==> src/rtl/absdiff_pkg.sv <==
package absdiff_pkg;
   localparam int INSN_W  = 32;
   localparam int RIDX_W  = 5;
   localparam int PO_W    = 6;
   localparam int XO_W    = 10;

   // Field positions, LSB-numbered within the 32-bit word
   localparam int PO_LSB  = 26;
   localparam int RT_LSB  = 21;
   localparam int RA_LSB  = 16;
   localparam int RB_LSB  = 11;
   localparam int XO_LSB  = 1;
   localparam int REC_POS = 0;

   localparam logic [PO_W-1:0] PO_GROUP   = 6'd22;
   localparam logic [XO_W-1:0] XO_ABSDIFF = 10'b1011110110;

   localparam int N_UNIMPL = 3;
   localparam logic [XO_W-1:0] XO_UNIMPL [N_UNIMPL] = '{
      10'b0101001110,   // signed minimum
      10'b0001001110,   // unsigned minimum
      10'b1101001110    // average
   };

   typedef struct packed {
      logic neg;
      logic pos;
      logic zero;
      logic so;
   } cond_t;

   typedef struct packed {
      logic              hit;
      logic              unimpl;
      logic              rec;
      logic [RIDX_W-1:0] rt;
      logic [RIDX_W-1:0] ra;
      logic [RIDX_W-1:0] rb;
   } dec_t;
endpackage

==> src/rtl/absdiff_decode.sv <==
module absdiff_decode
   import absdiff_pkg::*;
(
   input  logic [INSN_W-1:0] insn_i,
   output dec_t              dec_o
);
   logic [PO_W-1:0]     po;
   logic [XO_W-1:0]     xo;
   logic                grp;
   logic [N_UNIMPL-1:0] un_hit;

   assign po  = insn_i[PO_LSB +: PO_W];
   assign xo  = insn_i[XO_LSB +: XO_W];
   assign grp = (po == PO_GROUP);

   for (genvar k = 0; k < N_UNIMPL; k++) begin : g_unimpl
      assign un_hit[k] = (xo == XO_UNIMPL[k]);
   end

   always_comb begin
      dec_o        = '0;
      dec_o.hit    = grp && (xo == XO_ABSDIFF);
      dec_o.unimpl = grp && (|un_hit);
      dec_o.rec    = insn_i[REC_POS];
      dec_o.rt     = insn_i[RT_LSB +: RIDX_W];
      dec_o.ra     = insn_i[RA_LSB +: RIDX_W];
      dec_o.rb     = insn_i[RB_LSB +: RIDX_W];
   end
endmodule

==> src/rtl/absdiff_core.sv <==
module absdiff_core #(
   parameter int XLEN = 64
) (
   input  logic [XLEN-1:0] a_i,
   input  logic [XLEN-1:0] b_i,
   output logic [XLEN-1:0] res_o
);
   localparam int SUM_W = XLEN + 1;

   logic            a_lt_b;
   logic [XLEN-1:0] small_op;
   logic [XLEN-1:0] large_op;
   logic [SUM_W-1:0] sum;

   assign a_lt_b   = $signed(a_i) < $signed(b_i);
   assign small_op = a_lt_b ? a_i : b_i;
   assign large_op = a_lt_b ? b_i : a_i;

   // complement of the smaller plus the larger, carry-in of one
   assign sum   = {1'b0, ~small_op} + {1'b0, large_op} + SUM_W'(1);
   assign res_o = sum[XLEN-1:0];
endmodule

==> src/rtl/absdiff_cond.sv <==
module absdiff_cond
   import absdiff_pkg::*;
#(
   parameter int XLEN = 64
) (
   input  logic [XLEN-1:0] res_i,
   input  logic            so_i,
   output cond_t           cond_o
);
   logic is_zero;
   logic is_neg;

   assign is_zero = (res_i == '0);
   assign is_neg  = res_i[XLEN-1];

   always_comb begin
      cond_o.neg  = is_neg;
      cond_o.zero = is_zero;
      cond_o.pos  = !is_neg && !is_zero;
      cond_o.so   = so_i;
   end
endmodule

==> src/rtl/absdiff_exec.sv <==
module absdiff_exec
   import absdiff_pkg::*;
#(
   parameter int XLEN    = 64,
   parameter bit REG_OUT = 1'b1
) (
   input  logic              clk_i,
   input  logic              rst_ni,
   input  logic [31:0]       insn_i,
   input  logic [XLEN-1:0]   a_i,
   input  logic [XLEN-1:0]   b_i,
   input  logic              so_i,
   output logic              valid_o,
   output logic              unimpl_o,
   output logic [4:0]        rt_o,
   output logic [4:0]        ra_o,
   output logic [4:0]        rb_o,
   output logic              rt_we_o,
   output logic [XLEN-1:0]   result_o,
   output logic [3:0]        cr0_o,
   output logic              cr0_we_o
);
   localparam int COND_W = $bits(cond_t);

   if (XLEN < 8 || (XLEN % 8) != 0) begin : g_bad_xlen
      $error("absdiff_exec: XLEN must be a multiple of 8, at least 8");
   end
   if (COND_W != 4) begin : g_bad_cond
      $error("absdiff_exec: condition field must be 4 bits");
   end

   dec_t            dec;
   logic [XLEN-1:0] diff;
   cond_t           cond;

   absdiff_decode u_dec (
      .insn_i (insn_i),
      .dec_o  (dec)
   );

   absdiff_core #(.XLEN(XLEN)) u_core (
      .a_i   (a_i),
      .b_i   (b_i),
      .res_o (diff)
   );

   absdiff_cond #(.XLEN(XLEN)) u_cond (
      .res_i  (diff),
      .so_i   (so_i),
      .cond_o (cond)
   );

   // next-state bundle of the output stage
   logic              n_valid, n_unimpl, n_rtwe, n_crwe;
   logic [4:0]        n_rt, n_ra, n_rb;
   logic [XLEN-1:0]   n_res;
   logic [3:0]        n_cr;

   always_comb begin
      n_valid  = dec.hit;
      n_unimpl = dec.unimpl;
      n_rtwe   = dec.hit;
      n_crwe   = dec.hit && dec.rec;
      n_rt     = dec.rt;
      n_ra     = dec.ra;
      n_rb     = dec.rb;
      n_res    = diff;
      n_cr     = cond;
   end

   if (REG_OUT) begin : g_reg
      logic              q_valid, q_unimpl, q_rtwe, q_crwe;
      logic [4:0]        q_rt, q_ra, q_rb;
      logic [XLEN-1:0]   q_res;
      logic [3:0]        q_cr;

      always_ff @(posedge clk_i or negedge rst_ni) begin
         if (!rst_ni) begin
            q_valid  <= 1'b0;
            q_unimpl <= 1'b0;
            q_rtwe   <= 1'b0;
            q_crwe   <= 1'b0;
            q_rt     <= '0;
            q_ra     <= '0;
            q_rb     <= '0;
            q_res    <= '0;
            q_cr     <= '0;
         end else begin
            q_valid  <= n_valid;
            q_unimpl <= n_unimpl;
            q_rtwe   <= n_rtwe;
            q_crwe   <= n_crwe;
            q_rt     <= n_rt;
            q_ra     <= n_ra;
            q_rb     <= n_rb;
            q_res    <= n_res;
            q_cr     <= n_cr;
         end
      end

      assign valid_o  = q_valid;
      assign unimpl_o = q_unimpl;
      assign rt_we_o  = q_rtwe;
      assign cr0_we_o = q_crwe;
      assign rt_o     = q_rt;
      assign ra_o     = q_ra;
      assign rb_o     = q_rb;
      assign result_o = q_res;
      assign cr0_o    = q_cr;
   end else begin : g_comb
      logic unused_clk;
      assign unused_clk = clk_i ^ rst_ni;
      assign valid_o  = n_valid;
      assign unimpl_o = n_unimpl;
      assign rt_we_o  = n_rtwe;
      assign cr0_we_o = n_crwe;
      assign rt_o     = n_rt;
      assign ra_o     = n_ra;
      assign rb_o     = n_rb;
      assign result_o = n_res;
      assign cr0_o    = n_cr;
   end
endmodule

==> config.mk <==
export PLATFORM = sky130hd
export DESIGN_NAME = absdiff_exec
export DESIGN_NICKNAME = d
export VERILOG_FILES = /design/src/rtl/absdiff_pkg.sv /design/src/rtl/absdiff_decode.sv /design/src/rtl/absdiff_core.sv /design/src/rtl/absdiff_cond.sv /design/src/rtl/absdiff_exec.sv
export SDC_FILE = /design/constraint.sdc
export NUM_CORES = 1
export LEC_CHECK = 0
export CAP_MARGIN = 20
export CORE_ASPECT_RATIO = 0.7
export CORE_MARGIN = 1
export CORE_UTILIZATION = 30
export CTS_CLUSTER_SIZE = 40
export DETAILED_ROUTE_END_ITERATION = 10
export DONT_BUFFER_PORTS = 1
export PLACE_DENSITY = 0.43
export SETUP_SLACK_MARGIN = 0.2
export SYNTH_ARGS = -nofsm -noshare
export SYNTH_HDL_FRONTEND = slang
export SYNTH_HIERARCHICAL = 1
export SYNTH_SLANG_ARGS = --single-unit
==> constraint.sdc <==
create_clock -name clk_i -period 1.9 [get_ports clk_i]
set_clock_uncertainty 0.1 [all_clocks]
set_input_delay 0.38 -clock clk_i [delete_from_list [all_inputs] [get_ports clk_i]]
set_output_delay 0.38 -clock clk_i [all_outputs]
set_load 0.05 [all_outputs]
==> out/metrics.yaml, run 1 <==
status: "finished with violations"
violations: "hold timing, setup timing"
die_h_um: 138
syn_inst: 973
port_buffers: 0
routedWlPerCell_um: 19.0
fillCellCount: 2470
chipWidth_um: 197
synth.distinct_cells: 84
root_buffer: "clkbuf_16"
synthTopCellsByArea: "dfrtp_1 27%, ha_1 10%, nand2_1 4.3%"
max_cap_viol_count: 0
postPlaceCellArea_mm2: 0.0110
yosys_warnings: 6
regArea_mm2: 0.00215
first_pass_iters: 4
min_period_ns: 5.50
fin_hold_ws_ns: -0.397
worst_slew_pin_slew_ns: 0.598
arrival_ns: 5.65
post-route-util_pct: 50.3
p_leak_nw: 5.91
hold_class: "in -> async"
dieArea_mm2: 0.0272
hpwlAfterDp_mm: 25.2
maxSlewHeadroom_pct: 59.7
cp_max_fo: 6
avgSynthCellArea_um2: 8.18
netlist_area_mm2: 0.00796
tns_ns: -166.30
rows: 49
ir_drop_mv: 0.650
finalCritPeriodShare_pct: 289
ctsHoldBuffers: 16
synth_common_cells: "91 x nand2_1, 86 x dfrtp_1, 80 x inv_1, 64 x ha_1, 60 x a21oi_1"
finalHoldViolCount: 86
clk_pin_slew_ns: 0.07
drt_iter0_drc: 490
worstSetupPathType: "in -> reg"
numCtsBuffers: 9
finalNonFillerCells: 1669
dp.cells: 1600
cts.path.max_buffers: 2
dp_slack_ns: -4.31
grt_pass1_wl_mm: 47.7
io_pins: 250
cts_tree: "done"
grt_overflow: 0
clock_sinks: 86
vias: 8493
start_util_pct: 30.8
synth_area_leader_cell: "dfrtp_1"
drt_wl_total_mm: 31.7
yosys_most_used_dff: "dfrtp_1"
synth_nets: 1200
start_kind: "input port"
track_usage_pct: 23.0
powerDensity_mw_per_mm2: 898
fmax_ghz: 0.182
seq_area_frac_synth_pct: 27.0
crit_required_ns: 2.05
multi_input_area_mm2: 0.00661
yosysMostFrequentCell: "nand2_1"
grt_max_degree: 87
finalPower_mw: 11.7
setup_viol: 66
drc: 0
core_mm2: 0.0259
synth-seq-cells: 86
endpoint_kind: "flip-flop"
nets: 1533
vias_per_cell: 5.09
synth_edf_count: 0
antenna_found_initial: 0
finalWeightedCongestion: 0.915
drv_slew: 0
rsz0062_at_grt: "true"
async_flop_share_pct: 100
area_growth_pct: 63.7
grt_pass1_vias: 8269
final_cell_area_mm2: 0.0130
cts_max_level: 3
drive_gt1_share_pct: 46.4
ant_nets: 0
layout_setup_ws_ns: -3.60
netlist.area_leader.share_pct: 27.0
-- state kept, by name, summed over array words and instances, names as in the netlist --
name and cells:
rb_o 5, ra_o 5, rt_we_o 1, cr0_we_o 1, unimpl_o 1, rt_o 5, result_o 64, cr0_o 4
-- cell usage in the layout (no fill, tap or decap), drive strengths merged, types with 6 or more instances in the layout --
master,n
and2,11
nor2b,18
o221ai,7
nand3,18
a211o,6
or3,27
a221o,6
a221oi,11
o21ai,69
a21oi,62
nand2,93
o21a,10
a211oi,6
o22ai,20
nand4,20
buf,369
nor3,21
a21boi,6
o21bai,8
nor2,40
a21o,27
xnor2,36
dfrtp,86
nand2b,21
nor4,23
inv,84
xor2,24
clkbuf,9
dlygate4sd3,16
and3,12
ha,64
mux2i,6
a31oi,22
-- cell type report --
| class | count | area share, % |
|---|---|---|
| diodes | 1 | 0.0192 |
| clock inverters | 7 | 0.596 |
| well taps | 357 | 3.43 |
| inverters | 80 | 2.63 |
| multi-input cells | 744 | 50.7 |
| flip-flops and latches | 86 | 16.5 |
| repair buffers | 385 | 24.4 |
| clock buffers | 9 | 1.73 |
-- power breakdown --
part | switching, mW | internal, mW | total, mW
registers | 1.86 | 2.26 | 4.12
logic | 2.66 | 3.05 | 5.71
clock network | 0.831 | 1.04 | 1.87
total | 5.35 | 6.35 | 11.7
-- how the worst max path moves through the flow --
stage            start  endpoint  slack (ns)  cells after the start
2_1_floorplan  b_i[49]  cr0_o[1]       -3.32                     25
3_3_place_gp   b_i[43]  cr0_o[2]       -4.27                     25
3_5_place_dp   b_i[43]  cr0_o[2]       -4.31                     26
4_1_cts        b_i[25]  cr0_o[2]       -3.60                     26
5_1_grt        b_i[25]  cr0_o[2]       -3.84                     26
6_report       b_i[27]  cr0_o[2]       -3.60                     25
-- worst max-delay path, stage by stage --
cell and delay [ns]:
inv_2 0.03, ha_4 0.25, and2_4 0.14, a221o_1 0.34, a221oi_2 0.33, nor3_2 0.09
or3_4 0.38, or3_4 0.45, nand2_8 0.11, buf_4 0.12, mux2_4 0.30, o21a_1 0.20
a311oi_4 0.40, o211ai_2 0.20, a311oi_2 0.22, buf_4 0.17, nor4_4 0.04, o21ai_4 0.25
a21oi_4 0.15, a31oi_4 0.18, xnor2_2 0.10, nor4_2 0.28, nand4_1 0.19, nor4_4 0.28
nor2_1 0.08
-- metal layers --
layer / vias to the layer above / track usage (%) / part of all wire [%]
met5: - / 0 / 0
met4: 0 / 5.63 / 1.3
met3: 25 / 6.81 / 7.6
met2: 251 / 31.7 / 41
met1: 4019 / 34.4 / 50
li1: 4198 / - / -
-- kinds of logic after synthesis --
kind of cell	Yosys count	synth area share (%)
fa+ha+maj	64	10.1
simple gates	321	22.0
xor+xnor	60	6.60
flops	86	27.0
buf+inv	143	8.18
compound gates	290	24.9
mux	9	1.23
-- timing repair --
| action | CTS | global route |
|---|---|---|
| endpoints found under the hold margin | 102 | 86 |
| resized for setup | 118 | 89 |
| pin swaps | 37 | 40 |
| setup buffers | 22 | 12 |
| setup endpoints to repair | 66 | 66 |
| gates cloned | 2 | 0 |
No activity file was read; power rests on OpenSTA's default activity.
==> inputs of run 2 (changes only) <==
--- a/config.mk
+++ b/config.mk
@@ -12,6 +12,7 @@
 export CTS_CLUSTER_SIZE = 40
 export DETAILED_ROUTE_END_ITERATION = 10
 export DONT_BUFFER_PORTS = 1
+export MAX_ROUTING_LAYER = met4
 export PLACE_DENSITY = 0.43
 export SETUP_SLACK_MARGIN = 0.2
 export SYNTH_ARGS = -nofsm -noshare
==> constraint.sdc (replaced) <==
create_clock -name clk_i -period 1.9 [get_ports clk_i]
set_clock_uncertainty 0.1 [all_clocks]
set_input_delay 0.38 -clock clk_i [delete_from_list [all_inputs] [get_ports clk_i]]
set_output_delay 0.38 -clock clk_i [all_outputs]
set_load 0.005 [all_outputs]
==> out/metrics.yaml, run 2 (same netlist as run 1, synthesis figures left out) <==
status: "finished with violations"
violations: "hold timing, setup timing"
numCtsBuffers: 9  # unchanged
max_cap_viol_count: 0  # unchanged
ir_drop_mv: 0.557  # -14%
setup_viol: 66  # unchanged
port_buffers: 0  # unchanged
routedWlPerCell_um: 19.7  # +3.5%
endpoint_kind: "flip-flop"
die_h_um: 138  # unchanged
clock_sinks: 86  # unchanged
grt_overflow: 0  # unchanged
layout_commonest_cell: "buf_4"
hold_class: "in -> async"
grt_pass1_vias: 8365  # +1.2%
maxSlewHeadroom_pct: 59.2  # -0.50 points
vias_per_cell: 5.12  # +0.61%
max_stage_delay_ns: 0.43  # -0.02 ns
vias: 8581  # +1.0%
area_growth_pct: 69.1
grt_max_degree: 87  # unchanged
antenna_found_initial: 0  # unchanged
drive_gt1_share_pct: 48.4  # +2.1 points
crit_family: "simple AND/OR/NAND/NOR gates"
start_util_pct: 30.8  # unchanged
chipWidth_um: 197  # unchanged
io_pins: 250  # unchanged
finalWeightedCongestion: 0.920  # +0.51%
dp.cells: 1592  # -0.50%
drv_slew: 0  # unchanged
dieArea_mm2: 0.0272  # unchanged
fillCellCount: 2406  # -2.6%
first_pass_iters: 5  # +1
finalNonFillerCells: 1676  # +0.42%
clk_pin_slew_ns: 0.07  # about the same
layout_setup_ws_ns: -3.72  # -0.120 ns
post-route-util_pct: 52.0  # +1.6 points
worst_path_most_repeated_cell: "buf_4"
cts.path.max_buffers: 2  # unchanged
fmax_ghz: 0.178  # -2.1%
finalHoldViolCount: 86  # unchanged
nets: 1541  # +0.52%
cts_max_level: 3  # unchanged
regArea_mm2: 0.00215  # unchanged
drc: 0  # unchanged
powerDensity_mw_per_mm2: 771  # -14%
drt_wl_total_mm: 33.0  # +3.9%
fin_hold_ws_ns: -0.395  # +0.00152 ns
worst_slew_pin_slew_ns: 0.605  # +0.00742 ns
largest_reg_flops: 64  # unchanged
ant_nets: 0  # unchanged
final_cell_mix: "321 x buf_4, 86 x dfrtp_1, 86 x nand2_1, 60 x inv_1, 46 x o21ai_0"
ctsHoldBuffers: 16  # unchanged
rows: 49  # unchanged
p_leak_nw: 6.01  # +1.7%
cts_tree: "done"
crit_required_ns: 2.05  # about the same
cp_max_fo: 7  # +1
crit_buf_inv: 5  # +2
arrival_ns: 5.76  # +0.11 ns
finalCritPeriodShare_pct: 296  # +6.3 points
dp_slack_ns: -4.31  # +0.00297 ns
root_buffer: "clkbuf_16"
core_mm2: 0.0259  # unchanged
worstSetupPathType: "in -> reg"
track_usage_pct: 24.4  # +1.4 points
antennaDiodeCount: 0  # -1
start_kind: "input port"
grt_pass1_wl_mm: 49.2  # +3.2%
rsz0062_at_grt: "true"
min_period_ns: 5.62  # +0.120 ns
tns_ns: -171.78  # -5.48 ns
drt_iter0_drc: 463  # -5.5%
cpMaxStageDelayCell: "or3_4"
hpwlAfterDp_mm: 25.6  # +1.7%
multi_input_area_mm2: 0.00688  # +4.1%
run 2: cell count changes in the layout (fill, tap and decap cells not counted), sizes merged:
| cell | previous run | this run |
|---|---|---|
| clkinvlp | 1 | 2 |
| diode | 1 | 0 |
| buf | 369 | 376 |
| inv | 84 | 82 |
| clkbuf | 9 | 10 |
| clkinv | 1 | 2 |
run 2: where the power goes:
group          internal (mW)  switching (mW)  leakage (nW)  total [mW]
combinational           3.20            2.75          4.85        5.95
clock                   1.03           0.841         0.147        1.87
sequential              2.29           0.256          1.01        2.54
total                   6.52            3.85          6.01        10.4
run 2: worst paths after layout:
check                      slack (ns)      start  cells past startpoint          end
max in group asynchronous        1.97     rst_ni                      0  result_o[3]
min                             -0.40     rst_ni                      0     unimpl_o
max                             -3.72    b_i[56]                     27     cr0_o[2]
min in group clk_i               0.05  insn_i[0]                      1     cr0_we_o
run 2: metal layers:
metal  track usage (%)  up-vias  wire (um)
met5                 -        -          0
met4              3.92        0        284
met3              5.95       18       2750
met2              32.3      280      13500
met1              37.1     4085      16400
li1                  -     4198          -
run 2: final cells by class:
class	instances	area share, %
Sequential cell	86	16.0
Inverter	80	2.67
Clock buffer	9	1.67
Clock inverter	7	0.577
Timing Repair Buffer	393	24.7
Tap cell	357	3.32
Multi-Input combinational cell	744	51.1
run 2: what timing repair did:
item                                    CTS  global route
gates cloned                              1             1
endpoints found under the setup margin   66            66
hold endpoints to repair                102            86
gates resized for setup                 143           124
pin swaps                                63            69
setup buffers                            29            21
run 2: stage by stage:
step	cell area [um2]	hold WS (ns)	power, mW
finish	13500	-0.395	10.4
global route	13500	-0.416	11.0
CTS	12600	-0.415	9.74
detailed placement	11000	-0.0137	7.09
global placement	11000	-0.0140	7.13
floorplan	8570	-0.0156	4.86
==> inputs of run 3 (changes only) <==
--- a/config.mk
+++ b/config.mk
@@ -15,6 +15,7 @@
 export MAX_ROUTING_LAYER = met4
 export PLACE_DENSITY = 0.43
 export SETUP_SLACK_MARGIN = 0.2
+export SLEW_MARGIN = 10
 export SYNTH_ARGS = -nofsm -noshare
 export SYNTH_HDL_FRONTEND = slang
 export SYNTH_HIERARCHICAL = 1
==> results of run 3 <==
No change in the layout: final DEF, timing and power equal those of run 2.
